===== src/rtl/fcGatePkg.sv =====
package fcGatePkg;
  localparam int VW      = 12;
  localparam int CODE_W  = 3;
  localparam int NPOLES  = 2;
  localparam int NLEVELS = 5;

  // strobes from control to datapath
  typedef struct packed {
    logic poleTwo;       // pole 2 is the switching pole
    logic dischargeSel;  // active pole uses the discharging code group
  } selStrobe_t;
endpackage


===== src/rtl/fcGateCtrl.sv =====
module fcGateCtrl
  import fcGatePkg::*;
#(
  parameter int W = VW
) (
  input  logic                     clk,
  input  logic                     rst,
  input  logic                     curNeg,
  input  logic [NPOLES-1:0][W-1:0] vCap,
  input  logic [W-1:0]             ubLevel,
  input  logic [W-1:0]             hystBand,
  output selStrobe_t               strobe
);
  localparam int SW = W + 1;

  logic [SW-1:0]     upperBound;
  logic [SW-1:0]     lowerBound;
  logic              lowerValid;
  logic [NPOLES-1:0] dischargeFlag;

  // one bit of headroom: sum never wraps, lower bound guarded when band > midpoint
  always_comb begin
    upperBound = {1'b0, ubLevel} + {1'b0, hystBand};
    lowerValid = (hystBand <= ubLevel);
    lowerBound = {1'b0, ubLevel} - {1'b0, hystBand};
  end

  for (genvar p = 0; p < NPOLES; p++) begin : gPole
    logic aboveHi;
    logic belowLo;

    assign aboveHi = ({1'b0, vCap[p]} > upperBound);
    assign belowLo = lowerValid && ({1'b0, vCap[p]} < lowerBound);

    always_ff @(posedge clk) begin
      if (rst)          dischargeFlag[p] <= 1'b0;
      else if (aboveHi) dischargeFlag[p] <= 1'b1;
      else if (belowLo) dischargeFlag[p] <= 1'b0;
    end

    AST_FLAG_SET: assert property (@(posedge clk) disable iff (rst)
      ({1'b0, vCap[p]} > ({1'b0, ubLevel} + {1'b0, hystBand})) |=> dischargeFlag[p]);
    AST_FLAG_CLEAR: assert property (@(posedge clk) disable iff (rst)
      ((hystBand <= ubLevel) && ({1'b0, vCap[p]} + {1'b0, hystBand} < {1'b0, ubLevel}))
        |=> !dischargeFlag[p]);
    AST_FLAG_HOLD: assert property (@(posedge clk) disable iff (rst)
      (!aboveHi && !belowLo) |=> $stable(dischargeFlag[p]));
    AST_NO_OVERFLOW: assert property (@(posedge clk) disable iff (rst)
      (upperBound[W] && !dischargeFlag[p]) |=> !dischargeFlag[p]);
  end

  always_comb begin
    strobe.poleTwo      = curNeg;
    strobe.dischargeSel = curNeg ? dischargeFlag[1] : dischargeFlag[0];
  end
endmodule


===== src/rtl/fcGateDatapath.sv =====
module fcGateDatapath
  import fcGatePkg::*;
(
  input  logic              clk,
  input  logic              rst,
  input  logic [1:0]        region,
  input  logic              pwmHigh,
  input  selStrobe_t        strobe,
  output logic [CODE_W-1:0] pole1Gates,
  output logic [CODE_W-1:0] pole2Gates
);
  localparam int LW = $clog2(NLEVELS);

  logic [LW-1:0]                  levelIdx;
  logic [CODE_W-1:0]              levelCode;
  logic [NPOLES-1:0][CODE_W-1:0]  gatesQ;

  assign levelIdx = LW'(region) + LW'(pwmHigh);

  // redundant code choice: both groups share the extreme levels
  always_comb begin
    unique case (levelIdx)
      3'd0:    levelCode = 3'b000;
      3'd1:    levelCode = strobe.dischargeSel ? 3'b010 : 3'b001;
      3'd2:    levelCode = strobe.dischargeSel ? 3'b011 : 3'b100;
      3'd3:    levelCode = strobe.dischargeSel ? 3'b101 : 3'b110;
      default: levelCode = 3'b111;
    endcase
  end

  for (genvar p = 0; p < NPOLES; p++) begin : gGate
    logic isActive;
    assign isActive = (strobe.poleTwo == (p == 1));
    always_ff @(posedge clk) begin
      if (rst)           gatesQ[p] <= '0;
      else if (isActive) gatesQ[p] <= levelCode;
      else               gatesQ[p] <= '0;
    end
  end

  assign pole1Gates = gatesQ[0];
  assign pole2Gates = gatesQ[1];

  AST_IDLE_POLE_OFF: assert property (@(posedge clk) disable iff (rst)
    !((|pole1Gates) && (|pole2Gates)));
  AST_TOP_LEVEL: assert property (@(posedge clk) disable iff (rst)
    (region == 2'd3 && pwmHigh && !strobe.poleTwo) |=> (pole1Gates == 3'b111));
  AST_BOTTOM_LEVEL: assert property (@(posedge clk) disable iff (rst)
    (region == 2'd0 && !pwmHigh) |=> (pole1Gates == 3'b000 && pole2Gates == 3'b000));
endmodule


===== src/rtl/fcGateSelect.sv =====
module fcGateSelect
  import fcGatePkg::*;
(
  input  logic          clk,
  input  logic          rst,
  input  logic          curNeg,
  input  logic [1:0]    region,
  input  logic          pwmHigh,
  input  logic [VW-1:0] vCap1,
  input  logic [VW-1:0] vCap2,
  input  logic [VW-1:0] ubLevel,
  input  logic [VW-1:0] hystBand,
  output logic [2:0]    pole1Gates,
  output logic [2:0]    pole2Gates
);
  selStrobe_t                 strobe;
  logic [NPOLES-1:0][VW-1:0]  vCapBus;

  assign vCapBus = {vCap2, vCap1};

  fcGateCtrl #(.W(VW)) ctrl_i (
    .clk      (clk),
    .rst      (rst),
    .curNeg   (curNeg),
    .vCap     (vCapBus),
    .ubLevel  (ubLevel),
    .hystBand (hystBand),
    .strobe   (strobe)
  );

  fcGateDatapath dp_i (
    .clk        (clk),
    .rst        (rst),
    .region     (region),
    .pwmHigh    (pwmHigh),
    .strobe     (strobe),
    .pole1Gates (pole1Gates),
    .pole2Gates (pole2Gates)
  );
endmodule


===== config.mk =====
export PLATFORM = sky130hd
export DESIGN_NAME = fcGateSelect
export DESIGN_NICKNAME = d
export VERILOG_FILES = /design/src/rtl/fcGatePkg.sv /design/src/rtl/fcGateCtrl.sv /design/src/rtl/fcGateDatapath.sv /design/src/rtl/fcGateSelect.sv
export SDC_FILE = /design/constraint.sdc
export NUM_CORES = 1
export LEC_CHECK = 0
export BUFFER_PORTS_ARGS = -buffer_cell sky130_fd_sc_hd__buf_2
export CAP_MARGIN = 40
export CELL_PAD_IN_SITES_DETAIL_PLACEMENT = 0
export CELL_PAD_IN_SITES_GLOBAL_PLACEMENT = 1
export CORE_MARGIN = 3
export CORE_UTILIZATION = 43
export CTS_CLUSTER_DIAMETER = 150
export DETAILED_ROUTE_END_ITERATION = 12
export HOLD_SLACK_MARGIN = 0.12
export PLACE_DENSITY_LB_ADDON = 0.1
export SYNTH_ARGS = -nofsm -noshare
export SYNTH_HDL_FRONTEND = slang
export SYNTH_SLANG_ARGS = --single-unit
export TNS_END_PERCENT = 1

===== constraint.sdc =====
create_clock -name clk -period 7.7 [get_ports clk]
set_clock_uncertainty 0.05 [all_clocks]
set_input_delay 0.77 -clock clk [delete_from_list [all_inputs] [get_ports clk]]
set_output_delay 0.77 -clock clk [all_outputs]
set_load 0.05 [all_outputs]

==> impl_metrics.prom, run 1 <==
# TYPE chip_impl_metric gauge
chip_impl_metric{name="timing_hold_violations_final",unit=""} 0
chip_impl_metric{name="nNetsFinal",unit=""} 473
chip_impl_metric{name="setup_viol",unit=""} 0
chip_impl_metric{name="placement_rows",unit=""} 26
chip_impl_metric{name="totalNegativeSetupSlack",unit="ns"} 0
chip_impl_metric{name="grt_first_pass_wirelength",unit="microns"} 9160
chip_impl_metric{name="design.core.area",unit="sq um"} 5270
chip_impl_metric{name="critical-path-max-stage-delay",unit="ns"} 0.40
chip_impl_info{name="top_delay_family_on_crit_path",value="compound AO/OA/AOI/OAI gates"} 1
chip_impl_info{name="yosysMostFrequentCell",value="sky130_fd_sc_hd__ha_1"} 1
chip_impl_metric{name="die-height",unit="microns"} 80.8
chip_impl_metric{name="drv_cap",unit=""} 0
chip_impl_metric{name="tightestPinTransition",unit="ns"} 0.572
chip_impl_info{name="critical_path.endpoint_type",value="flip-flop"} 1
chip_impl_metric{name="grt_antenna_before_repair",unit=""} 0
chip_impl_info{name="crit_path_cell_trace",value="buf_2 > inv_1 > ha_1 > inv_1 > fa_1 > a21oi_1 > o221ai_1 > a21o_1 > a21oi_1 > xnor2_1 > ha_1 > a2111oi_0 > o21ai_0 > o21a_1 > maj3_1 > maj3_2 > a211oi_1 > o32ai_2"} 1
chip_impl_metric{name="drt-initial-drc-count",unit=""} 63
chip_impl_metric{name="leakagePower",unit="uW"} 0.00140
chip_impl_metric{name="grt_start_max_net_pins",unit=""} 12
chip_impl_metric{name="number_of_flops_mapped_to_enable_cells_by_yosys",unit=""} 0
chip_impl_metric{name="area_growth",unit="%"} 16.3
chip_impl_metric{name="pwr_density_cell",unit="nW/um^2"} 130
chip_impl_metric{name="postCtsHoldBufs",unit=""} 0
chip_impl_metric{name="cts.repair_timing.setup_buffer_count",unit=""} 0
chip_impl_metric{name="slew_violations",unit=""} 0
chip_impl_metric{name="postSynthAreaPerCell",unit="sq um"} 8.18
chip_impl_metric{name="yosys_warnings",unit=""} 0
chip_impl_metric{name="num_antenna_cells",unit=""} 0
chip_impl_metric{name="fmax",unit="MHz"} 233
chip_impl_metric{name="syn-instance-count",unit=""} 294
chip_impl_metric{name="filler_cell_count",unit=""} 561
chip_impl_metric{name="global_route.usage.total",unit="%"} 17.3
chip_impl_metric{name="floorplan.io_pins",unit=""} 60
chip_impl_metric{name="worst-endpoint-arrival",unit="ns"} 4.34
chip_impl_metric{name="final.min_clock_period",unit="ns"} 4.29
chip_impl_metric{name="slew_headroom",unit="%"} 61.4
chip_impl_info{name="hp-class",value="reg2reg"} 1
chip_impl_metric{name="yosysSeqAreaShare",unit="%"} 6.66
chip_impl_metric{name="synth.ff_latch_count",unit=""} 8
chip_impl_metric{name="synth.distinct_cells",unit=""} 55
chip_impl_metric{name="synth_fp_nets",unit=""} 414
chip_impl_metric{name="firstDrtPassIters",unit=""} 4
chip_impl_metric{name="syn_area",unit="sq um"} 2400
chip_impl_metric{name="path_max_fanout",unit=""} 3
chip_impl_metric{name="timing.final.crit_share",unit="%"} 55.7
chip_impl_metric{name="drc",unit=""} 0
chip_impl_metric{name="deepest_clock_path_buffer_count",unit=""} 2
chip_impl_metric{name="drt-vias-per-instance",unit=""} 5.22
chip_impl_info{name="critical-path-slowest-cell",value="sky130_fd_sc_hd__fa_1"} 1
chip_impl_metric{name="die_area",unit="sq um"} 6530
chip_impl_metric{name="place.port_buffers",unit=""} 59
chip_impl_metric{name="hold_slack",unit="ns"} 0.412
chip_impl_metric{name="synth_largest_type_area_fraction",unit="%"} 33.3
chip_impl_info{name="synth_area_leaders",value="sky130_fd_sc_hd__ha_1 33%, sky130_fd_sc_hd__xnor2_1 7.3%, sky130_fd_sc_hd__dfxtp_1 6.7%, sky130_fd_sc_hd__a21oi_1 5.2%, sky130_fd_sc_hd__inv_1 4.7%"} 1
chip_impl_metric{name="postRouteWirelength",unit="microns"} 5470
chip_impl_info{name="tritoncts",value="built"} 1
chip_impl_metric{name="cts_resized",unit=""} 0
chip_impl_metric{name="vdd_ir_drop_max",unit="uV"} 93.7
chip_impl_metric{name="path_buf_inv",unit=""} 3
chip_impl_info{name="synth_top_cells_by_count",value="64 x sky130_fd_sc_hd__ha_1, 30 x sky130_fd_sc_hd__inv_1, 25 x sky130_fd_sc_hd__a21oi_1"} 1
chip_impl_info{name="grt_setup_unrepaired",value="false"} 1
chip_impl_metric{name="gp_routability_congestion",unit=""} 0.814
chip_impl_metric{name="critPathRequiredTime",unit="ns"} 7.75
chip_impl_info{name="setup.worst_path.start_class",value="primary input"} 1
chip_impl_metric{name="cts_buffers",unit=""} 3
chip_impl_metric{name="route.detailed.wl_per_inst",unit="microns"} 13.0
chip_impl_info{name="cts.root.buffer_cell",value="sky130_fd_sc_hd__clkbuf_8"} 1
chip_impl_info{name="critical_path_class",value="in2reg"} 1
chip_impl_metric{name="asyncSetResetFlopFracSynth",unit="%"} 0
chip_impl_metric{name="die_w",unit="microns"} 80.8
chip_impl_metric{name="num_vias",unit=""} 2196
chip_impl_metric{name="clk_pin_slew_worst_paths",unit="ns"} 0.04
chip_impl_metric{name="clock_tree.htree_level_count",unit=""} 1
chip_impl_metric{name="finalPower",unit="uW"} 365
chip_impl_info{name="run_status",value="finished, final reports clean"} 1
chip_impl_metric{name="globalRouteOverflowTotal",unit=""} 0
chip_impl_info{name="synth_ff_type",value="sky130_fd_sc_hd__dfxtp_1"} 1
chip_impl_metric{name="antenna_left",unit=""} 0
chip_impl_metric{name="floorplan.initialDensity",unit="%"} 45.6
chip_impl_metric{name="clock_latency",unit="ns"} 0.23
chip_impl_info{name="synth.largest_area_cell",value="sky130_fd_sc_hd__ha_1"} 1
chip_impl_metric{name="clock_sink_count",unit=""} 8
chip_impl_metric{name="detailed_place_hpwl",unit="microns"} 5020
chip_impl_metric{name="post_route_cells_drive_above_1_share",unit="%"} 20.5
chip_impl_metric{name="grt_pass1_vias",unit=""} 2094
## final timing paths
check                          startpoint                 endpoint  slack, ns  cells past startpoint
setup / recovery               ubLevel[0]  ctrl_i.dischargeFlag[1]       3.41                     18
hold / removal    ctrl_i.dischargeFlag[0]  ctrl_i.dischargeFlag[0]       0.41                      2
setup reg to reg  ctrl_i.dischargeFlag[1]       dp_i.pole1Gates[1]       6.36                      5
hold reg to reg   ctrl_i.dischargeFlag[0]  ctrl_i.dischargeFlag[0]       0.41                      2
## placed cells by master (no fill, tap or decap), types with 3 or more instances in the layout
cell / n
sky130_fd_sc_hd__nand2_1: 12
sky130_fd_sc_hd__a21o_1: 6
sky130_fd_sc_hd__nor3_1: 6
sky130_fd_sc_hd__o21bai_1: 5
sky130_fd_sc_hd__a211oi_1: 4
sky130_fd_sc_hd__inv_1: 30
sky130_fd_sc_hd__buf_2: 59
sky130_fd_sc_hd__nor2b_1: 8
sky130_fd_sc_hd__xor2_1: 3
sky130_fd_sc_hd__nand2b_1: 5
sky130_fd_sc_hd__a21oi_1: 25
sky130_fd_sc_hd__nand3_1: 7
sky130_fd_sc_hd__maj3_1: 5
sky130_fd_sc_hd__ha_1: 64
sky130_fd_sc_hd__clkbuf_8: 3
sky130_fd_sc_hd__o21ai_0: 11
sky130_fd_sc_hd__xnor2_1: 20
sky130_fd_sc_hd__o21a_1: 7
sky130_fd_sc_hd__dfxtp_1: 8
sky130_fd_sc_hd__nand4_1: 7
sky130_fd_sc_hd__nor2_1: 18
## per-stage QoR
step / area, sq um / util [%] / setup WS [ns] / instances
after floorplan: 2400 / - / 3.58 / 294
after global placement: 2760 / 52.3 / 3.29 / 418
after detailed placement: 2760 / 52.3 / 3.15 / 418
after CTS: 2800 / 53.1 / 3.40 / 421
after global routing: 2800 / 53.1 / 3.13 / 421
final: 2800 / 53.1 / 3.41 / 421
## sequential cells by signal (all words and copies together), names as in the netlist
register / flops
dp_i.pole1Gates: 3
ctrl_i.dischargeFlag: 2
dp_i.pole2Gates: 3
## cell type report
class	count	area [sq um]	share of cell area, %
Tap cell	70	87.6	3.13
Clock buffer	3	41.3	1.48
Inverter	31	116	4.16
Timing Repair Buffer	59	295	10.6
Multi-Input combinational cell	250	2100	74.9
Sequential cell	8	160	5.73
## routing by layer
layer  global-route usage, %  vias to the layer above  routed length (microns)
met5                       0                        -                        0
met4                    1.52                        0                       19
met3                    1.88                        2                      269
met2                    28.3                       42                     2310
met1                    25.4                      964                     2870
li1                        -                     1188                        -
## kinds of logic (layout without fill, tap and decap cells)
| logic type | count (synthesis) | count (layout) | share of synthesized area [%] |
|---|---|---|---|
| buf+inv | 36 | 93 | 6.19 |
| flops | 8 | 8 | 6.66 |
| simple gates | 74 | 74 | 16.2 |
| mux | 1 | 1 | 0.416 |
| fa+ha+maj | 72 | 72 | 37.5 |
| compound gates | 80 | 80 | 24.6 |
| xor+xnor | 23 | 23 | 8.38 |
## tightest hold or removal path: stages, from the launching register on
cell	delay, ns
sky130_fd_sc_hd__dfxtp_1	0.30
sky130_fd_sc_hd__nand2_1	0.05
sky130_fd_sc_hd__o32ai_1	0.05
## report_power, final
part / switching [uW] / internal, uW / leakage, uW / total (uW)
clock: 16.0 / 33.8 / 0.0000216 / 49.8
sequential: 1.61 / 46.5 / 0.0000657 / 48.1
combinational: 148 / 119 / 0.00131 / 267
total: 166 / 199 / 0.00140 / 365
Power figures use the tool's default switching activity.
==> run 2, diff against run 1 <==
Settings changed: ABC_AREA set to 1, CORE_UTILIZATION 43 to 39.
Clock period 7.7 ns to 4 ns, I/O delays scaled along.
==> impl_metrics.prom, run 2 <==
# TYPE chip_impl_metric gauge
chip_impl_metric{name="die-height",unit="microns"} 90.2
chip_impl_metric{name="deepest_clock_path_buffer_count",unit=""} 2
chip_impl_info{name="hp-class",value="in2reg"} 1
chip_impl_info{name="run_status",value="finished, final reports clean"} 1
chip_impl_metric{name="num_vias",unit=""} 2904
chip_impl_info{name="mostFrequentLayoutCell",value="sky130_fd_sc_hd__nand2_1"} 1
chip_impl_metric{name="synth_largest_type_area_fraction",unit="%"} 29.0
chip_impl_metric{name="yosys_warnings",unit=""} 0
chip_impl_metric{name="floorplan.io_pins",unit=""} 60
chip_impl_info{name="top_delay_family_on_crit_path",value="adder cells"} 1
chip_impl_metric{name="critPathRequiredTime",unit="ns"} 4.06
chip_impl_info{name="critical_path.endpoint_type",value="flip-flop"} 1
chip_impl_metric{name="postSynthAreaPerCell",unit="sq um"} 6.19
chip_impl_metric{name="slew_violations",unit=""} 0
chip_impl_metric{name="grt_first_pass_wirelength",unit="microns"} 12600
chip_impl_metric{name="path_buf_inv",unit=""} 3
chip_impl_metric{name="area_growth",unit="%"} 14.1
chip_impl_metric{name="antenna_left",unit=""} 0
chip_impl_info{name="layout.cells.most_common_list",value="112 x sky130_fd_sc_hd__nand2_1, 71 x sky130_fd_sc_hd__inv_1, 64 x sky130_fd_sc_hd__ha_1, 59 x sky130_fd_sc_hd__buf_2, 39 x sky130_fd_sc_hd__nand3_1"} 1
chip_impl_metric{name="asyncSetResetFlopFracSynth",unit="%"} 0
chip_impl_metric{name="dp_worst_setup_slack",unit="ns"} 0.756
chip_impl_metric{name="grt_start_max_net_pins",unit=""} 11
chip_impl_metric{name="nNetsFinal",unit=""} 622
chip_impl_metric{name="design.core.area",unit="sq um"} 6830
chip_impl_metric{name="synth.ff_latch_count",unit=""} 8
chip_impl_metric{name="drv_cap",unit=""} 0
chip_impl_metric{name="num_antenna_cells",unit=""} 0
chip_impl_metric{name="cts_resized",unit=""} 0
chip_impl_metric{name="syn_area",unit="sq um"} 2770
chip_impl_metric{name="fmax",unit="MHz"} 329
chip_impl_metric{name="place.port_buffers",unit=""} 59
chip_impl_metric{name="clock_tree.htree_level_count",unit=""} 1
chip_impl_metric{name="grt_antenna_before_repair",unit=""} 0
chip_impl_metric{name="critical-path-max-stage-delay",unit="ns"} 0.42
chip_impl_metric{name="clk_pin_slew_worst_paths",unit="ns"} 0.04
chip_impl_metric{name="number_of_flops_mapped_to_enable_cells_by_yosys",unit=""} 0
chip_impl_metric{name="setup_viol",unit=""} 0
chip_impl_metric{name="path_max_fanout",unit=""} 4
chip_impl_metric{name="drt-vias-per-instance",unit=""} 4.87
chip_impl_metric{name="pwr_density_cell",unit="nW/um^2"} 233
chip_impl_metric{name="grt_pass1_vias",unit=""} 2854
chip_impl_metric{name="drc",unit=""} 0
chip_impl_metric{name="timing.final.crit_share",unit="%"} 75.9
chip_impl_metric{name="filler_cell_count",unit=""} 740
chip_impl_metric{name="die_w",unit="microns"} 90.2
chip_impl_metric{name="timing_hold_violations_final",unit=""} 0
chip_impl_metric{name="vdd_ir_drop_max",unit="uV"} 124
chip_impl_metric{name="clock_sink_count",unit=""} 8
chip_impl_metric{name="synth_fp_nets",unit=""} 567
chip_impl_metric{name="final.min_clock_period",unit="ns"} 3.04
chip_impl_metric{name="die_area",unit="sq um"} 8140
chip_impl_metric{name="post_route_cells_drive_above_1_share",unit="%"} 14.8
chip_impl_info{name="cts.root.buffer_cell",value="sky130_fd_sc_hd__clkbuf_8"} 1
chip_impl_info{name="crit_path_cell_trace",value="buf_2 > ha_1 > inv_1 > fa_1 > inv_1 > nand2_1 > nand3_1 > xor2_1 > ha_1 > a21oi_1 > o21a_1 > o31ai_1 > nand2_1 > o2111ai_1 > nand3_1 > nand2_1 > nand2_1 > a21oi_1"} 1
chip_impl_metric{name="tightestPinTransition",unit="ns"} 0.359
chip_impl_metric{name="setup_ws",unit="ns"} 0.964
chip_impl_metric{name="route.detailed.wl_per_inst",unit="microns"} 12.4
chip_impl_metric{name="postRouteWirelength",unit="microns"} 7410
chip_impl_info{name="critical-path-slowest-cell",value="sky130_fd_sc_hd__fa_1"} 1
chip_impl_info{name="synth.largest_area_cell",value="sky130_fd_sc_hd__ha_1"} 1
chip_impl_metric{name="detailed_place_hpwl",unit="microns"} 6690
chip_impl_metric{name="globalRouteOverflowTotal",unit=""} 0
chip_impl_metric{name="slew_headroom",unit="%"} 76.0
chip_impl_metric{name="firstDrtPassIters",unit=""} 4
chip_impl_metric{name="syn-instance-count",unit=""} 447
chip_impl_info{name="most_repeated_library_cell_on_the_critical_path",value="sky130_fd_sc_hd__nand2_1"} 1
chip_impl_metric{name="floorplan.initialDensity",unit="%"} 40.5
chip_impl_metric{name="placement_rows",unit=""} 30
chip_impl_info{name="critical_path_class",value="in2reg"} 1
chip_impl_info{name="tritoncts",value="built"} 1
chip_impl_metric{name="worst-endpoint-arrival",unit="ns"} 3.10
chip_impl_metric{name="cts_buffers",unit=""} 3
chip_impl_info{name="grt_setup_unrepaired",value="false"} 1
chip_impl_info{name="setup.worst_path.start_class",value="primary input"} 1
chip_impl_info{name="synth_area_leaders",value="sky130_fd_sc_hd__ha_1 29%, sky130_fd_sc_hd__nand2_1 15%, sky130_fd_sc_hd__inv_1 9.6%, sky130_fd_sc_hd__nand3_1 7.1%, sky130_fd_sc_hd__dfxtp_1 5.8%"} 1
chip_impl_metric{name="gp_routability_congestion",unit=""} 0.904
chip_impl_metric{name="drt-initial-drc-count",unit=""} 78
chip_impl_metric{name="clock_latency",unit="ns"} 0.22
chip_impl_metric{name="totalNegativeSetupSlack",unit="ns"} 0
chip_impl_metric{name="cts.repair_timing.setup_buffer_count",unit=""} 0
chip_impl_metric{name="yosysSeqAreaShare",unit="%"} 5.79
chip_impl_metric{name="global_route.usage.total",unit="%"} 18.1
chip_impl_metric{name="leakagePower",unit="uW"} 0.00186
chip_impl_metric{name="synth.distinct_cells",unit=""} 30
chip_impl_info{name="synth_ff_type",value="sky130_fd_sc_hd__dfxtp_1"} 1
chip_impl_info{name="synth_top_cells_by_count",value="112 x sky130_fd_sc_hd__nand2_1, 71 x sky130_fd_sc_hd__inv_1, 64 x sky130_fd_sc_hd__ha_1"} 1
chip_impl_info{name="yosysMostFrequentCell",value="sky130_fd_sc_hd__nand2_1"} 1
chip_impl_metric{name="postCtsHoldBufs",unit=""} 0
==> run 2: cell count changes after synthesis, sizes merged, moves of 12 or more <==
cell / previous run / this run
nand2: 12 / 112
inv: 31 / 77
nand3: 7 / 41
xnor2: 20 / 2
nor2: 18 / 31
xor2: 3 / 15
==> run 2: layer usage <==
| metal | vias to the layer above | track usage [%] | routed length [microns] |
|---|---|---|---|
| met5 | - | 0 | 0 |
| li1 | 1582 | - | - |
| met4 | 0 | 1.79 | 34 |
| met3 | 4 | 1.26 | 257 |
| met2 | 58 | 32.6 | 3460 |
| met1 | 1260 | 24.4 | 3670 |
==> run 2: cells by family after synthesis <==
kind of cell	after synthesis	share of synthesized area [%]
DFF	8	5.79
AOI/OAI and AO/OA	59	12.3
and+or+nand+nor	210	33.1
xor gates and xnor gates	17	5.38
adders and majority gates	66	30.4
buffers and inverters	87	13.0
==> run 2: per-stage QoR <==
step                      instances  utilization (%)  cell area (sq um)  hold slack [ns]  total power (uW)
after CTS                       596             46.2               3150            0.354               740
after floorplan                 447                -               2770            0.387               503
after global placement          593             45.6               3110            0.404               640
after detailed placement        593             45.6               3110            0.418               645
final                           596             46.2               3150            0.358               735
after global routing            596             46.2               3150            0.372               834
==> run 2: report_power, final <==
group | internal, uW | switching (uW) | total, uW | leakage (uW)
Combinational | 208 | 343 | 551 | 0.00177
Clock | 64.9 | 27.9 | 92.7 | 0.0000216
Sequential | 88.6 | 2.91 | 91.5 | 0.0000657
Total | 361 | 374 | 735 | 0.00186
==> run 2: worst paths after layout <==
path / from / slack (ns) / to / cells after the start
setup / recovery: ubLevel[0] / 0.96 / ctrl_i.dischargeFlag[0] / 18
hold / removal: curNeg / 0.36 / dp_i.pole1Gates[2] / 2
setup reg to reg: ctrl_i.dischargeFlag[0] / 2.82 / dp_i.pole2Gates[1] / 8
hold reg to reg: ctrl_i.dischargeFlag[0] / 0.43 / ctrl_i.dischargeFlag[0] / 2
==> run 2: worst register-to-register path: stages (launching register included) <==
cell,delay [ns]
sky130_fd_sc_hd__dfxtp_1,0.33
sky130_fd_sc_hd__nand2_1,0.06
sky130_fd_sc_hd__nand2_1,0.12
sky130_fd_sc_hd__nand2_1,0.10
sky130_fd_sc_hd__xor2_1,0.14
sky130_fd_sc_hd__o21ai_0,0.07
sky130_fd_sc_hd__nand2_1,0.09
sky130_fd_sc_hd__nand3_1,0.08
sky130_fd_sc_hd__inv_1,0.04
==> run 2: area by class of cell <==
cell class / instances / area [sq um] / area share (%)
inverters: 78 / 293 / 9.28
multi-input cells: 352 / 2240 / 71.2
repair buffers: 59 / 295 / 9.36
flip-flops and latches: 8 / 160 / 5.08
clock buffers: 3 / 41.3 / 1.31
well taps: 96 / 120 / 3.81
==> run 3, diff against run 2 <==
Settings changed: ABC_AREA 1 to 0, CORE_UTILIZATION 39 to 40.
Clock period 4 ns to 3.15 ns, I/O delays scaled along.
==> impl_metrics.prom, run 3 (synthesized netlist as in run 1, its figures left out) <==
# TYPE chip_impl_metric gauge
chip_impl_metric{name="place.port_buffers",unit=""} 59
chip_impl_metric{name="path_max_fanout",unit=""} 3
chip_impl_metric{name="slew_violations",unit=""} 0
chip_impl_metric{name="worst-endpoint-arrival",unit="ns"} 3.37
chip_impl_info{name="critical_path_class",value="in2reg"} 1
chip_impl_metric{name="timing.final.crit_share",unit="%"} 105
chip_impl_metric{name="fmax",unit="MHz"} 301
chip_impl_metric{name="globalRouteOverflowTotal",unit=""} 0
chip_impl_metric{name="final.min_clock_period",unit="ns"} 3.32
chip_impl_metric{name="floorplan.io_pins",unit=""} 60
chip_impl_metric{name="global_route.usage.total",unit="%"} 17.4
chip_impl_metric{name="drv_cap",unit=""} 0
chip_impl_metric{name="setup_ws",unit="ns"} -0.173
chip_impl_metric{name="clock_sink_count",unit=""} 8
chip_impl_metric{name="nNetsFinal",unit=""} 527
chip_impl_metric{name="clock_latency",unit="ns"} 0.23
chip_impl_metric{name="post_route_cells_drive_above_1_share",unit="%"} 39.5
chip_impl_metric{name="design.core.area",unit="sq um"} 5680
chip_impl_metric{name="filler_cell_count",unit=""} 564
chip_impl_metric{name="dp_worst_setup_slack",unit="ns"} -0.602
chip_impl_metric{name="cts_buffers",unit=""} 3
chip_impl_metric{name="placement_rows",unit=""} 27
chip_impl_metric{name="area_growth",unit="%"} 43.1
chip_impl_metric{name="deepest_clock_path_buffer_count",unit=""} 2
chip_impl_metric{name="critPathRequiredTime",unit="ns"} 3.20
chip_impl_metric{name="clock_tree.htree_level_count",unit=""} 1
chip_impl_metric{name="utilization",unit="%"} 60.6
chip_impl_metric{name="route.detailed.wl_per_inst",unit="microns"} 12.8
chip_impl_info{name="cts.root.buffer_cell",value="sky130_fd_sc_hd__clkbuf_8"} 1
chip_impl_metric{name="grt_pass1_vias",unit=""} 2398
chip_impl_metric{name="slew_headroom",unit="%"} 61.1
chip_impl_info{name="critPathCapture",value="ctrl_i.dischargeFlag[0]"} 1
chip_impl_info{name="critical_path.endpoint_type",value="flip-flop"} 1
chip_impl_info{name="top_delay_family_on_crit_path",value="adder cells"} 1
chip_impl_metric{name="worst-path-stages",unit=""} 18
chip_impl_info{name="tritoncts",value="built"} 1
chip_impl_metric{name="num_vias",unit=""} 2438
chip_impl_info{name="mostFrequentLayoutCell",value="sky130_fd_sc_hd__ha_1"} 1
chip_impl_metric{name="gp_routability_congestion",unit=""} 0.808
chip_impl_metric{name="leakagePower",unit="uW"} 0.00171
chip_impl_info{name="crit_path_start",value="ubLevel[0]"} 1
chip_impl_metric{name="num_antenna_cells",unit=""} 0
chip_impl_metric{name="pwr_density_cell",unit="nW/um^2"} 325
chip_impl_metric{name="grt_start_max_net_pins",unit=""} 10
chip_impl_metric{name="postCtsHoldBufs",unit=""} 0
chip_impl_metric{name="stdcell_area",unit="sq um"} 3440
chip_impl_metric{name="detailed_place_hpwl",unit="microns"} 5420
chip_impl_metric{name="grt_antenna_before_repair",unit=""} 0
chip_impl_metric{name="tightestPinTransition",unit="ns"} 0.576
chip_impl_metric{name="vdd_ir_drop_max",unit="uV"} 277
chip_impl_metric{name="path_buf_inv",unit=""} 4
chip_impl_metric{name="grt_first_pass_wirelength",unit="microns"} 10500
chip_impl_info{name="setup.worst_path.start_class",value="primary input"} 1
chip_impl_info{name="crit-reg2reg-launch",value="ctrl_i.dischargeFlag[1]"} 1
chip_impl_metric{name="postRouteWirelength",unit="microns"} 6110
chip_impl_metric{name="dpl_cell_area",unit="sq um"} 3200
chip_impl_metric{name="worst_r2r_path_depth",unit=""} 5
chip_impl_metric{name="final_cell_count_no_fill",unit=""} 477
chip_impl_info{name="crit_path_cell_trace",value="buf_12 > inv_12 > ha_4 > inv_2 > fa_2 > a21oi_4 > o221ai_4 > a21o_1 > a21oi_2 > xnor2_2 > buf_4 > ha_4 > a21oi_2 > o21ai_2 > maj3_2 > maj3_2 > a211oi_2 > o32ai_2"} 1
chip_impl_metric{name="firstDrtPassIters",unit=""} 4
chip_impl_info{name="hp-class",value="in2reg"} 1
chip_impl_metric{name="timing_hold_violations_final",unit=""} 0
chip_impl_metric{name="die_w",unit="microns"} 83.5
chip_impl_metric{name="placed_cells",unit=""} 468
chip_impl_metric{name="floorplan.initialDensity",unit="%"} 42.4
chip_impl_metric{name="die_area",unit="sq um"} 6980
chip_impl_metric{name="clk_pin_slew_worst_paths",unit="ns"} 0.04
chip_impl_info{name="grt_setup_unrepaired",value="true"} 1
chip_impl_metric{name="reg2reg_setup_slack",unit="ns"} 1.77
chip_impl_info{name="critical-path-slowest-cell",value="sky130_fd_sc_hd__fa_2"} 1
chip_impl_metric{name="drc",unit=""} 0
chip_impl_info{name="layout.cells.most_common_list",value="57 x sky130_fd_sc_hd__ha_1, 56 x sky130_fd_sc_hd__buf_2, 54 x sky130_fd_sc_hd__buf_4, 27 x sky130_fd_sc_hd__inv_1, 20 x sky130_fd_sc_hd__a21oi_1"} 1
chip_impl_info{name="r2r-end",value="dp_i.pole1Gates[1]"} 1
chip_impl_metric{name="die-height",unit="microns"} 83.5
chip_impl_info{name="run_status",value="finished with violations"} 1
chip_impl_metric{name="critical-path-max-stage-delay",unit="ns"} 0.36
chip_impl_metric{name="drt-initial-drc-count",unit=""} 49
chip_impl_metric{name="antenna_left",unit=""} 0
chip_impl_info{name="violated_checks",value="negative setup slack"} 1
chip_impl_metric{name="setup_viol",unit=""} 2
chip_impl_metric{name="drt-vias-per-instance",unit=""} 5.11
[run 3: cell count changes in the layout (fill, tap and decap cells not counted), sizes merged, moves of 7 or more]
cell,before,now
xnor2,2,20
nand3,41,7
a21oi,33,25
xor2,15,3
nor2b,0,8
nor2,31,18
inv,77,30
nand4,14,7
buf,59,113
nand2,112,12
[run 3: metal layers]
metal	track usage (%)	share of wire, %
met1	25.0	51
met3	1.78	3.4
met5	0	0
met2	28.4	45
met4	3.07	0.41
[run 3: power breakdown]
group / internal (uW) / switching (uW) / total, uW / leakage, uW
Combinational: 451 / 432 / 882 / 0.00163
Sequential: 114 / 4.24 / 118 / 0.0000657
Clock: 82.5 / 37.0 / 119 / 0.0000216
[run 3: metrics by stage]
stage	hold WS, ns	power [uW]	setup TNS, ns
after detailed placement	0.428	925	-1.14
after global placement	0.423	915	-1.01
after floorplan	0.342	638	-0.303
final	0.295	1120	-0.325
after CTS	0.279	1090	-0.318
after global routing	0.302	1230	-0.643
[run 3: cell type report]
class                           count  area [sq um]  area share (%)
Timing Repair Buffer              113           728            21.2
Sequential cell                     8           160            4.65
Clock buffer                        3          41.3            1.20
Tap cell                           72          90.1            2.62
Multi-Input combinational cell    250          2290            66.5
Inverter                           31           133            3.85
[run 3: how the worst min path moves through the flow]
stage,start,to,cells after the start
after floorplan,rst,dp_i.pole1Gates[0],1
after global routing,curNeg,dp_i.pole1Gates[2],2
after CTS,curNeg,dp_i.pole1Gates[2],2
after detailed placement,ctrl_i.dischargeFlag[0],ctrl_i.dischargeFlag[0],2
after global placement,ctrl_i.dischargeFlag[0],ctrl_i.dischargeFlag[0],2
final,curNeg,dp_i.pole1Gates[2],2
[run 3: repair_timing]
item	CTS	global route
gates resized for setup	20	11
setup endpoints to repair	2	2
buffers inserted	5	1
pin swaps	26	8
